--- src/rtl/sas_pkg.sv ---
package sas_pkg;
  typedef enum logic { WALK_LINES = 1'b0, WALK_PAGES = 1'b1 } walk_mode_e;

  localparam int MODE_BIT     = 18;
  localparam int LINE_W       = 18;
  localparam int STRIDE_LSB   = 18;
  localparam int STRIDE_W     = 14;
  localparam int STRIDE_SHIFT = 4;
  localparam int ERR_BASE     = 12;
endpackage

--- src/rtl/sas_frag_addr.sv ---
module sas_frag_addr #(
  parameter int NFRAG  = 5,
  parameter int NEXT   = NFRAG / 2 + 1,
  parameter int ADDR_W = 44
) (
  input  logic [NFRAG*32-1:0]     base_i,
  input  logic [NEXT*32-1:0]      ext_i,
  output logic [NFRAG*ADDR_W-1:0] addr_o
);
  logic unused_ext;
  assign unused_ext = ^ext_i;

  for (genvar gi = 0; gi < NFRAG; gi++) begin : g_frag
    logic [ADDR_W-1:0] hi_part;
    if (gi % 2 == 1) begin : g_low_field
      localparam int WI = (gi + 1) / 2;
      assign hi_part = ADDR_W'({ext_i[WI*32 +: 12], 8'h00});
    end else begin : g_high_field
      localparam int WI = gi / 2;
      assign hi_part = ADDR_W'({ext_i[WI*32 + 16 +: 12], 20'h00000});
    end
    assign addr_o[gi*ADDR_W +: ADDR_W] = ADDR_W'(base_i[gi*32 +: 32]) + hi_part;
  end
endmodule

--- src/rtl/sas_seq.sv ---
module sas_seq
  import sas_pkg::*;
#(
  parameter int NFRAG   = 5,
  parameter int ADDR_W  = 44,
  parameter int SIZE_W  = 32,
  parameter int PAGE_LG = 12,
  parameter int CHAN    = 0,
  parameter int STAT_W  = 32
) (
  input  logic                     clk,
  input  logic                     rst,
  input  logic                     start_i,
  input  walk_mode_e               mode_i,
  input  logic [SIZE_W-1:0]        size_i,
  input  logic [LINE_W-1:0]        line_i,
  input  logic [LINE_W-1:0]        stride_i,
  input  logic [NFRAG*ADDR_W-1:0]  frag_addr_i,
  input  logic                     req_ready_i,
  input  logic                     rd_err_i,
  output logic                     req_valid_o,
  output logic [ADDR_W-1:0]        req_addr_o,
  output logic [SIZE_W-1:0]        req_len_o,
  output logic                     done_o,
  output logic [STAT_W-1:0]        err_stat_o
);
  localparam int IDX_W   = (NFRAG > 1) ? $clog2(NFRAG) : 1;
  localparam int ERR_POS = ERR_BASE + CHAN;
  localparam logic [IDX_W-1:0] IDX_LAST = IDX_W'(NFRAG - 1);
  localparam logic [SIZE_W-1:0] PAGE_BYTES = SIZE_W'(1 << PAGE_LG);

  function automatic logic [SIZE_W-1:0] clip(input logic [SIZE_W-1:0] a,
                                             input logic [SIZE_W-1:0] b);
    return (a < b) ? a : b;
  endfunction

  function automatic logic [SIZE_W-1:0] page_left(input logic [ADDR_W-1:0] a);
    return PAGE_BYTES - SIZE_W'(a[PAGE_LG-1:0]);
  endfunction

  logic                    busy_q;
  walk_mode_e              mode_q;
  logic [SIZE_W-1:0]       rem_q;
  logic [SIZE_W-1:0]       line_q;
  logic [ADDR_W-1:0]       stride_q;
  logic [IDX_W-1:0]        idx_q;
  logic [NFRAG*ADDR_W-1:0] frag_q;
  logic                    valid_q;
  logic [ADDR_W-1:0]       addr_q;
  logic [SIZE_W-1:0]       len_q;
  logic                    done_q;
  logic [STAT_W-1:0]       stat_q;

  // first request, taken straight from the start-time fields
  logic [ADDR_W-1:0] first_addr;
  logic [SIZE_W-1:0] first_len;
  logic              empty_walk;

  always_comb begin
    first_addr = frag_addr_i[ADDR_W-1:0];
    if (mode_i == WALK_PAGES) first_len = clip(page_left(first_addr), size_i);
    else                      first_len = clip(SIZE_W'(line_i), size_i);
    empty_walk = (size_i == '0) || ((mode_i == WALK_LINES) && (line_i == '0));
  end

  // step to the following request after an accepted one
  logic [SIZE_W-1:0] rem_next;
  logic              is_last;
  logic [IDX_W-1:0]  idx_next;
  logic [ADDR_W-1:0] addr_next;
  logic [SIZE_W-1:0] len_next;

  always_comb begin
    rem_next = rem_q - len_q;
    is_last  = (rem_next == '0) || ((mode_q == WALK_PAGES) && (idx_q == IDX_LAST));
    idx_next = (idx_q == IDX_LAST) ? idx_q : idx_q + 1'b1;
    if (mode_q == WALK_PAGES) begin
      addr_next = frag_q[int'(idx_next)*ADDR_W +: ADDR_W];
      len_next  = clip(page_left(addr_next), rem_next);
    end else begin
      addr_next = addr_q + stride_q;
      len_next  = clip(line_q, rem_next);
    end
  end

  always_ff @(posedge clk) begin
    if (rst) begin
      busy_q   <= 1'b0;
      mode_q   <= WALK_LINES;
      rem_q    <= '0;
      line_q   <= '0;
      stride_q <= '0;
      idx_q    <= '0;
      frag_q   <= '0;
      valid_q  <= 1'b0;
      addr_q   <= '0;
      len_q    <= '0;
      done_q   <= 1'b0;
      stat_q   <= '0;
    end else if (!busy_q) begin
      if (start_i) begin
        mode_q   <= mode_i;
        rem_q    <= size_i;
        line_q   <= SIZE_W'(line_i);
        stride_q <= ADDR_W'(stride_i);
        idx_q    <= '0;
        frag_q   <= frag_addr_i;
        stat_q   <= '0;
        addr_q   <= first_addr;
        len_q    <= first_len;
        if (empty_walk) begin
          done_q  <= 1'b1;
          valid_q <= 1'b0;
        end else begin
          done_q  <= 1'b0;
          busy_q  <= 1'b1;
          valid_q <= 1'b1;
        end
      end
    end else if (rd_err_i) begin
      busy_q          <= 1'b0;
      valid_q         <= 1'b0;
      done_q          <= 1'b1;
      stat_q[ERR_POS] <= 1'b1;
    end else if (valid_q && req_ready_i) begin
      rem_q <= rem_next;
      if (is_last) begin
        busy_q  <= 1'b0;
        valid_q <= 1'b0;
        done_q  <= 1'b1;
      end else begin
        idx_q  <= idx_next;
        addr_q <= addr_next;
        len_q  <= len_next;
      end
    end
  end

  assign req_valid_o = valid_q;
  assign req_addr_o  = addr_q;
  assign req_len_o   = len_q;
  assign done_o      = done_q;
  assign err_stat_o  = stat_q;
endmodule

--- src/rtl/sas_source_walker.sv ---
module sas_source_walker
  import sas_pkg::*;
#(
  parameter int NFRAG   = 5,
  parameter int NEXT    = NFRAG / 2 + 1,
  parameter int ADDR_W  = 44,
  parameter int SIZE_W  = 32,
  parameter int PAGE_LG = 12,
  parameter int CHAN    = 0
) (
  input  logic                clk,
  input  logic                rst,
  input  logic                start_i,
  input  logic [31:0]         ctrl_i,
  input  logic [SIZE_W-1:0]   size_i,
  input  logic [31:0]         size_stride_i,
  input  logic [NFRAG*32-1:0] base_i,
  input  logic [NEXT*32-1:0]  ext_i,
  input  logic                req_ready_i,
  input  logic                rd_err_i,
  output logic                req_valid_o,
  output logic [ADDR_W-1:0]   req_addr_o,
  output logic [SIZE_W-1:0]   req_len_o,
  output logic                done_o,
  output logic [31:0]         err_stat_o
);
  logic [NFRAG*ADDR_W-1:0] frag_addr;
  walk_mode_e              mode;
  logic [LINE_W-1:0]       line_bytes;
  logic [LINE_W-1:0]       stride_bytes;
  logic                    unused_ctrl;

  assign mode         = walk_mode_e'(ctrl_i[MODE_BIT]);
  assign line_bytes   = size_stride_i[LINE_W-1:0];
  assign stride_bytes = {size_stride_i[STRIDE_LSB +: STRIDE_W], STRIDE_SHIFT'(0)};
  assign unused_ctrl  = ^{ctrl_i[31:MODE_BIT+1], ctrl_i[MODE_BIT-1:0]};

  sas_frag_addr #(
    .NFRAG (NFRAG),
    .NEXT  (NEXT),
    .ADDR_W(ADDR_W)
  ) u_frag_addr (
    .base_i(base_i),
    .ext_i (ext_i),
    .addr_o(frag_addr)
  );

  sas_seq #(
    .NFRAG  (NFRAG),
    .ADDR_W (ADDR_W),
    .SIZE_W (SIZE_W),
    .PAGE_LG(PAGE_LG),
    .CHAN   (CHAN),
    .STAT_W (32)
  ) u_seq (
    .clk        (clk),
    .rst        (rst),
    .start_i    (start_i),
    .mode_i     (mode),
    .size_i     (size_i),
    .line_i     (line_bytes),
    .stride_i   (stride_bytes),
    .frag_addr_i(frag_addr),
    .req_ready_i(req_ready_i),
    .rd_err_i   (rd_err_i),
    .req_valid_o(req_valid_o),
    .req_addr_o (req_addr_o),
    .req_len_o  (req_len_o),
    .done_o     (done_o),
    .err_stat_o (err_stat_o)
  );
endmodule

--- config.mk ---
export PLATFORM = sky130hd
export DESIGN_NAME = sas_source_walker
export DESIGN_NICKNAME = d
export VERILOG_FILES = /design/src/rtl/sas_pkg.sv /design/src/rtl/sas_frag_addr.sv /design/src/rtl/sas_seq.sv /design/src/rtl/sas_source_walker.sv
export SDC_FILE = /design/constraint.sdc
export NUM_CORES = 1
export LEC_CHECK = 0
export BUFFER_PORTS_ARGS = -buffer_cell sky130_fd_sc_hd__buf_4
export CORE_MARGIN = 3
export CORE_UTILIZATION = 45
export CTS_CLUSTER_DIAMETER = 80
export DETAILED_ROUTE_END_ITERATION = 16
export PLACE_DENSITY = 0.68
export SYNTH_ARGS = -nofsm -noshare
export SYNTH_HDL_FRONTEND = slang
export SYNTH_SLANG_ARGS = --single-unit
export TNS_END_PERCENT = 1
--- constraint.sdc ---
create_clock -name clk -period 5.8 [get_ports clk]
set_clock_uncertainty 0.15 [all_clocks]
set_input_delay 0.87 -clock clk [delete_from_list [all_inputs] [get_ports clk]]
set_output_delay 0.87 -clock clk [all_outputs]
set_load 0.02 [all_outputs]
* After elaboration in Yosys (flattened, before gate mapping)
Index checks and enable logic that the tools add are counted.
** Cells by class
- Divide/modulo/power cells :: 0
- Muxes and demuxes :: 47
- Multiply operators :: 1
- Bitwise gates (word level) :: 2
- $lt $le $gt $ge :: 4
- Shift-type cells :: 1
- Add/sub/neg operators :: 10
- Equal/unequal tests :: 7
- Reduce and logical (&&, ||, !) cells :: 14
** Operators by type and width (number)
- $mux 32 :: 15
- $mux 44 :: 6
- $shiftx 220x32->44 :: 1
- $add 32x32->33 :: 3
- $add 32x20->33 :: 2
- $logic_not 32->1 :: 2
- $lt 18x32->1 :: 2
- $lt 32x32->1 :: 2
- $add 44x18->44 :: 1
- $sub 32x32->32 :: 1
- $sub 13x12->14 const A :: 2
- $mux 1 :: 19
- $logic_not 18->1 :: 1
- $mux 3 :: 6
- $mux 13 :: 1
- $ne 2x2->1 const B :: 4
- $mul 3x4->7 const B :: 1
- $ne 3x3->1 const B :: 2
- $reduce_and 3->1 :: 2
- $reduce_and 2->1 :: 2
- $reduce_and 4->1 :: 1
- $add 3x1->3 const B :: 1
- $eq 3x3->1 const B :: 1
- $logic_and 1x1->1 :: 3
- 3 further kinds :: 5
** Word-level totals
- Memory bits (writable) :: 0
- Memories :: 0
- Input bits :: 357
- Bits in registers :: 368
- Memory bits (read-only) :: 0
- Latch bits :: 0

* Depth between registers and ports, before layout
- Depth in word-level cells :: 12
- Gate-level depth with buffers :: 26

* Modules after synthesis
From an unflattened synthesis, not the netlist that was laid out.
** Second synthesis, totals
- Cell total of the unflattened synthesis :: 3302
- Area total of the unflattened synthesis :: 25988.7 um^2
** By module, submodules not included
- sas_seq :: cells an instance 2769, times used 1, area an instance 22046.1 um^2
- sas_frag_addr :: cells an instance 532, times used 1, area an instance 3938.8 um^2
- sas_source_walker :: cells an instance 1, times used 1, area an instance 3.8 um^2

* Worst setup path before layout
Ideal clock, no wire load.
- Path type :: flip-flop to flip-flop
- Start :: register u_seq.idx_q[0]
- End :: register u_seq.len_q[2] (netlist: u_seq.req_len_o[2])
- Cell stages (with the launch flop) :: 25
- Setup slack :: 0.860 ns
- Clock period less this slack :: 4.940 ns
- Buffers on the path :: 2
- Arrival time :: 4.671 ns
- Path through :: dfxtp_1 -> inv_1 -> ha_1 -> nand2_1 -> xnor2_1 -> buf_4 -> mux4_2 -> a22oi_1 -> nand3_1 -> nor2_1 -> and3_1 -> xor2_1 -> ha_1 -> a21oi_1 -> nor2b_1 -> o21ai_0 -> nand2b_1 -> a21oi_1 -> o21ai_0 -> a21oi_1 -> nor4_4 -> buf_6 -> mux2i_1 -> o21ai_0 -> o221a_2
** Between the ends
- Cells in the longest elaborated chain, start to end :: 12
** RTL lines
- start, declared :: RTL line sas_seq.sv:46 : logic [IDX_W-1:0] idx_q;
- start signal, assigned :: RTL line sas_seq.sv:132 : idx_q <= idx_next;
- $add 3x1->3 / $eq 3x3->1 (equally long branches) :: RTL line sas_seq.sv:76, sas_seq.sv:75
- $mux 3 :: RTL line sas_seq.sv:76 : idx_next = (idx_q == IDX_LAST) ? idx_q : idx_q + 1'b1;
- $mul 3x4->7 :: RTL line sas_seq.sv:78 : addr_next = frag_q[int'(idx_next)*ADDR_W +: ADDR_W];
- $shiftx 220x32->44 :: RTL line sas_seq.sv:78
- $sub 13x12->14 :: RTL line sas_seq.sv:38 : return PAGE_BYTES - SIZE_W'(a[PAGE_LG-1:0]);
- $lt 32x32->1 :: RTL line sas_seq.sv:34 : return (a < b) ? a : b;
- $mux 32 :: RTL line sas_seq.sv:34
- $mux 32 :: RTL line sas_seq.sv:77 : if (mode_q == WALK_PAGES) begin
- $mux 32 :: RTL line sas_seq.sv:127 : if (is_last) begin
- $mux 32 :: RTL line sas_seq.sv:125 : end else if (valid_q && req_ready_i) begin
- $mux 32 :: RTL line sas_seq.sv:120 : end else if (rd_err_i) begin
- $mux 32 :: RTL line sas_seq.sv:100 : end else if (!busy_q) begin
- end signal, assigned :: RTL line sas_seq.sv:110 : len_q <= first_len;
- end signal, assigned :: RTL line sas_seq.sv:134 : len_q <= len_next;
- end, declared :: RTL line sas_seq.sv:50 : logic [SIZE_W-1:0] len_q;
Several ways; a longest one is shown, not always the timed one. The select of a mux whose other input is x is not followed.
A chain may end at the register's enable or synchronous reset.

* Worst setup path after layout
- Start :: register u_seq.idx_q[0]
- End :: register u_seq.len_q[9] (netlist: u_seq.req_len_o[9])
The elaborated chain is that of the path after synthesis.

==> results.toml <==
[outcome]
status = "finished, final reports clean"

[clocking]
cts_buffers = 39
clk_path_buf_depth = 3
clkTransAtPathRegs_ns = 0.06
cts_tree = "done"
cts.sinks = 313
clk-insertion-delay-late_ns = 0.57
cts_max_level = 2
root_buffer = "clkbuf_16"

[routing]
first_pass_iters = 9
drc = 0
vias = 22604
wl_um = 79900
initialDrtViolationCount = 2547
wl_per_cell_um = 20.9
postRouteAntennaNets = 0
viasPerCell = 5.93

[yosys]
postSynthAreaPerCell_um2 = 7.86
synth_area_leader_cell = "dfxtp_1"
synthArstFlopShare_pct = 0
synth-main-ff-cell = "dfxtp_1"
synthTopCellsByCount = "nand2_1 (408), dfxtp_1 (313), a21oi_1 (311)"
synth_top_area_share_pct = 28.2
synth_edf_count = 0
synth_cell_type_count = 88
yosysMostFrequentCell = "nand2_1"
synth.cell_area_um2 = 22200
yosys_register_bits = 313
yosysWarningCount = 0
yosysSeqAreaShare_pct = 28.2
ys_top_cells_by_area = "dfxtp_1 (28%), ha_1 (9.4%), a21oi_1 (7.0%)"
syn_inst = 2824

[power]
power_density_nw_per_um2 = 293
leakagePower_nw = 11.5
peakVddDrop_mv = 0.199
finalPower_w = 0.00791

[die]
die_x_um = 228
ios = 467
initial_utilization_pct = 46.0
die_area_um2 = 52000
rows = 80
core_area_um2 = 48200
chipHeight_um = 228

[grt]
antenna_found_initial = 0
grt_busiest_layer = "met2"
use_met3_pct = 5.96
grt_pass1_wl_um = 123000
gr-total-overflow = 0
grt_usage_pct = 29.1
grt_max_degree = 100
global_route.usage.met1_pct = 38.6
grt_pass1_vias = 21921
use_met2_pct = 47.4

[setup_path]
worst_setup_path_start_kind = "flop"
critPathMaxStageDelay_ns = 0.41
slowest_stage = "dfxtp_1"
critical_path_buf_inv_count = 3
rr_worst_depth = 24
critPathCaptureType = "flop"
critPathMaxFanout = 10
reg2reg_to = "u_seq.req_len_o[9]"
worstPathArrival_ns = 5.93
r2r_setup_slack_ns = 0.23
regToRegStartpoint = "u_seq.idx_q[0]"
required_ns = 6.16
crit_family = "compound AO/OA/AOI/OAI gates"
path_cells = "inv_1, ha_1, a21bo_2, and2_2, mux2_2, a222oi_1, nand4_1, nor2_1, and3_1, xor2_1, ha_1, a21oi_1, nor2b_1, o21ai_0, nand2b_1, a21oi_1, o21ai_0, a21oi_1, nor4_4, buf_4, buf_4, mux2i_1, mux2_2, o21ai_1"
timing_worst_setup_path_type = "flop to flop"
critPathMostFrequentCell = "a21oi_1"

[timing]
finalMaxSlewViolations = 0
period_share_pct = 96.0
hold-worst-slack_ns = 0.302
fin_crit_ns = 5.57
grt_setup_unrepaired = "false"
finalSetupViolCount = 0
finalHoldViolCount = 0
fmax_mhz = 180
slew_headroom_pct = 15.7
finalSetupTns_ns = 0
tightest_slew_ns = 1.26

[min_path]
min_delay_path_depth = 2
hold_end = "u_seq.frag_q[60]"
holdCritPathClass = "flop to flop"
hold_start = "u_seq.frag_q[60]"

[finish]
antenna_cells = 0
drive_gt1_share_pct = 19.5
syn2layout_area_growth_pct = 21.8
fill_cells = 4534
fin_nets = 3659

[placed_design]
gp_congestion = 0.956
io_buffers = 368
hpwlAfterDp_um = 61300

[job]
maxCapViolCount = 0
==> state kept, by name, indices dropped and copies added, names as in the netlist, 3 cells and up <==
| register | count |
|---|---|
| u_seq.frag_q | 165 |
| u_seq.req_addr_o | 44 |
| u_seq.rem_q | 32 |
| u_seq.req_len_o | 32 |
| u_seq.line_q | 18 |
| u_seq.stride_q | 14 |
| u_seq.idx_q | 3 |
==> cells in the final DEF, fill, tap and decap left out, types with 21 or more instances in the layout <==
cell type	Yosys	final
clkbuf_16	0	39
xnor2_1	69	68
a21oi_1	311	311
buf_4	36	428
xor2_1	34	34
o211ai_1	25	25
nor4_1	35	35
nand2_1	408	407
a21o_1	35	35
mux4_2	29	29
inv_1	143	142
a211oi_1	99	99
nand2b_1	21	21
nor3_1	78	78
nand4_1	25	25
o21ai_0	101	100
a31oi_1	27	24
mux2i_1	80	80
conb_1	1	31
dfxtp_1	313	311
nand3_1	57	56
mux2_2	32	32
ha_1	167	167
and3_1	27	27
nor2_1	193	193
==> metal layers <==
metal  up-vias  part of all wire (%)
met5         -                     0
met3       152                   8.6
met4         0                   3.3
li1      10767                     -
met1     10762                    42
met2       923                    46
==> worst max path at each step <==
stage	slack [ns]	from	end	cells past startpoint
floorplan	0.86	u_seq.idx_q[0]	u_seq.req_len_o[2]	24
global placement	0.17	u_seq.idx_q[0]	u_seq.req_len_o[0]	23
detailed placement	-0.08	u_seq.idx_q[0]	u_seq.req_len_o[0]	23
CTS	0.17	u_seq.idx_q[0]	u_seq.req_len_o[9]	24
global route	0.02	u_seq.idx_q[0]	u_seq.req_len_o[1]	24
finish	0.23	u_seq.idx_q[0]	u_seq.req_len_o[9]	24
==> logic make-up after synthesis <==
family                   share of synthesized area, %
AND/OR/NAND/NOR                                  19.8
AO/OA/AOI/OAI                                    23.0
buffers and inverters                            6.63
flip-flops                                       28.2
adder cells (fa/ha/maj)                          10.0
multiplexers                                     8.23
XOR/XNOR                                         4.07
other                                          0.0169
==> layout make-up <==
class,instances,area [um^2],share of cell area [%]
clock buffers,49,1090,4.05
clock inverters,22,352,1.30
inverters,145,544,2.01
multi-input cells,2197,14700,54.2
flip-flops and latches,313,6270,23.2
well taps,656,821,3.04
repair buffers,432,3290,12.2
==> per-stage QoR <==
stage          area, um^2  utilization (%)  worst slack [ns]  std cells
2_1_floorplan       22300                -             0.860       2854
3_3_place_gp        25500             52.9             0.173       3736
3_5_place_dp        25500             52.9           -0.0813       3736
4_1_cts             27000             55.9             0.168       3812
5_1_grt             27000             56.0            0.0167       3814
6_report            27000             56.0             0.229       3814
==> where the power goes <==
part           switching, W  internal (W)
combinational       0.00165       0.00108
sequential         0.000138       0.00232
clock               0.00105       0.00167
==> worst reg2reg max path: cells and delay by family (launching register included) <==
family | cells | cell delay, ns
compound gates | 8 | 1.64
xor+xnor | 1 | 0.24
fa+ha+maj | 2 | 0.62
buf+inv | 3 | 0.43
flops | 1 | 0.41
mux | 3 | 0.79
simple gates | 7 | 1.24
==> what timing repair did <==
item / CTS / global route
hold buffers: 0 / 0
pin swaps: 1 / 2
resized for setup: 0 / 3
buffers inserted: 5 / 2
setup endpoints to repair: 6 / 13
gates cloned: 0 / 0
Note: power is estimated with default switching activity, not from simulation.
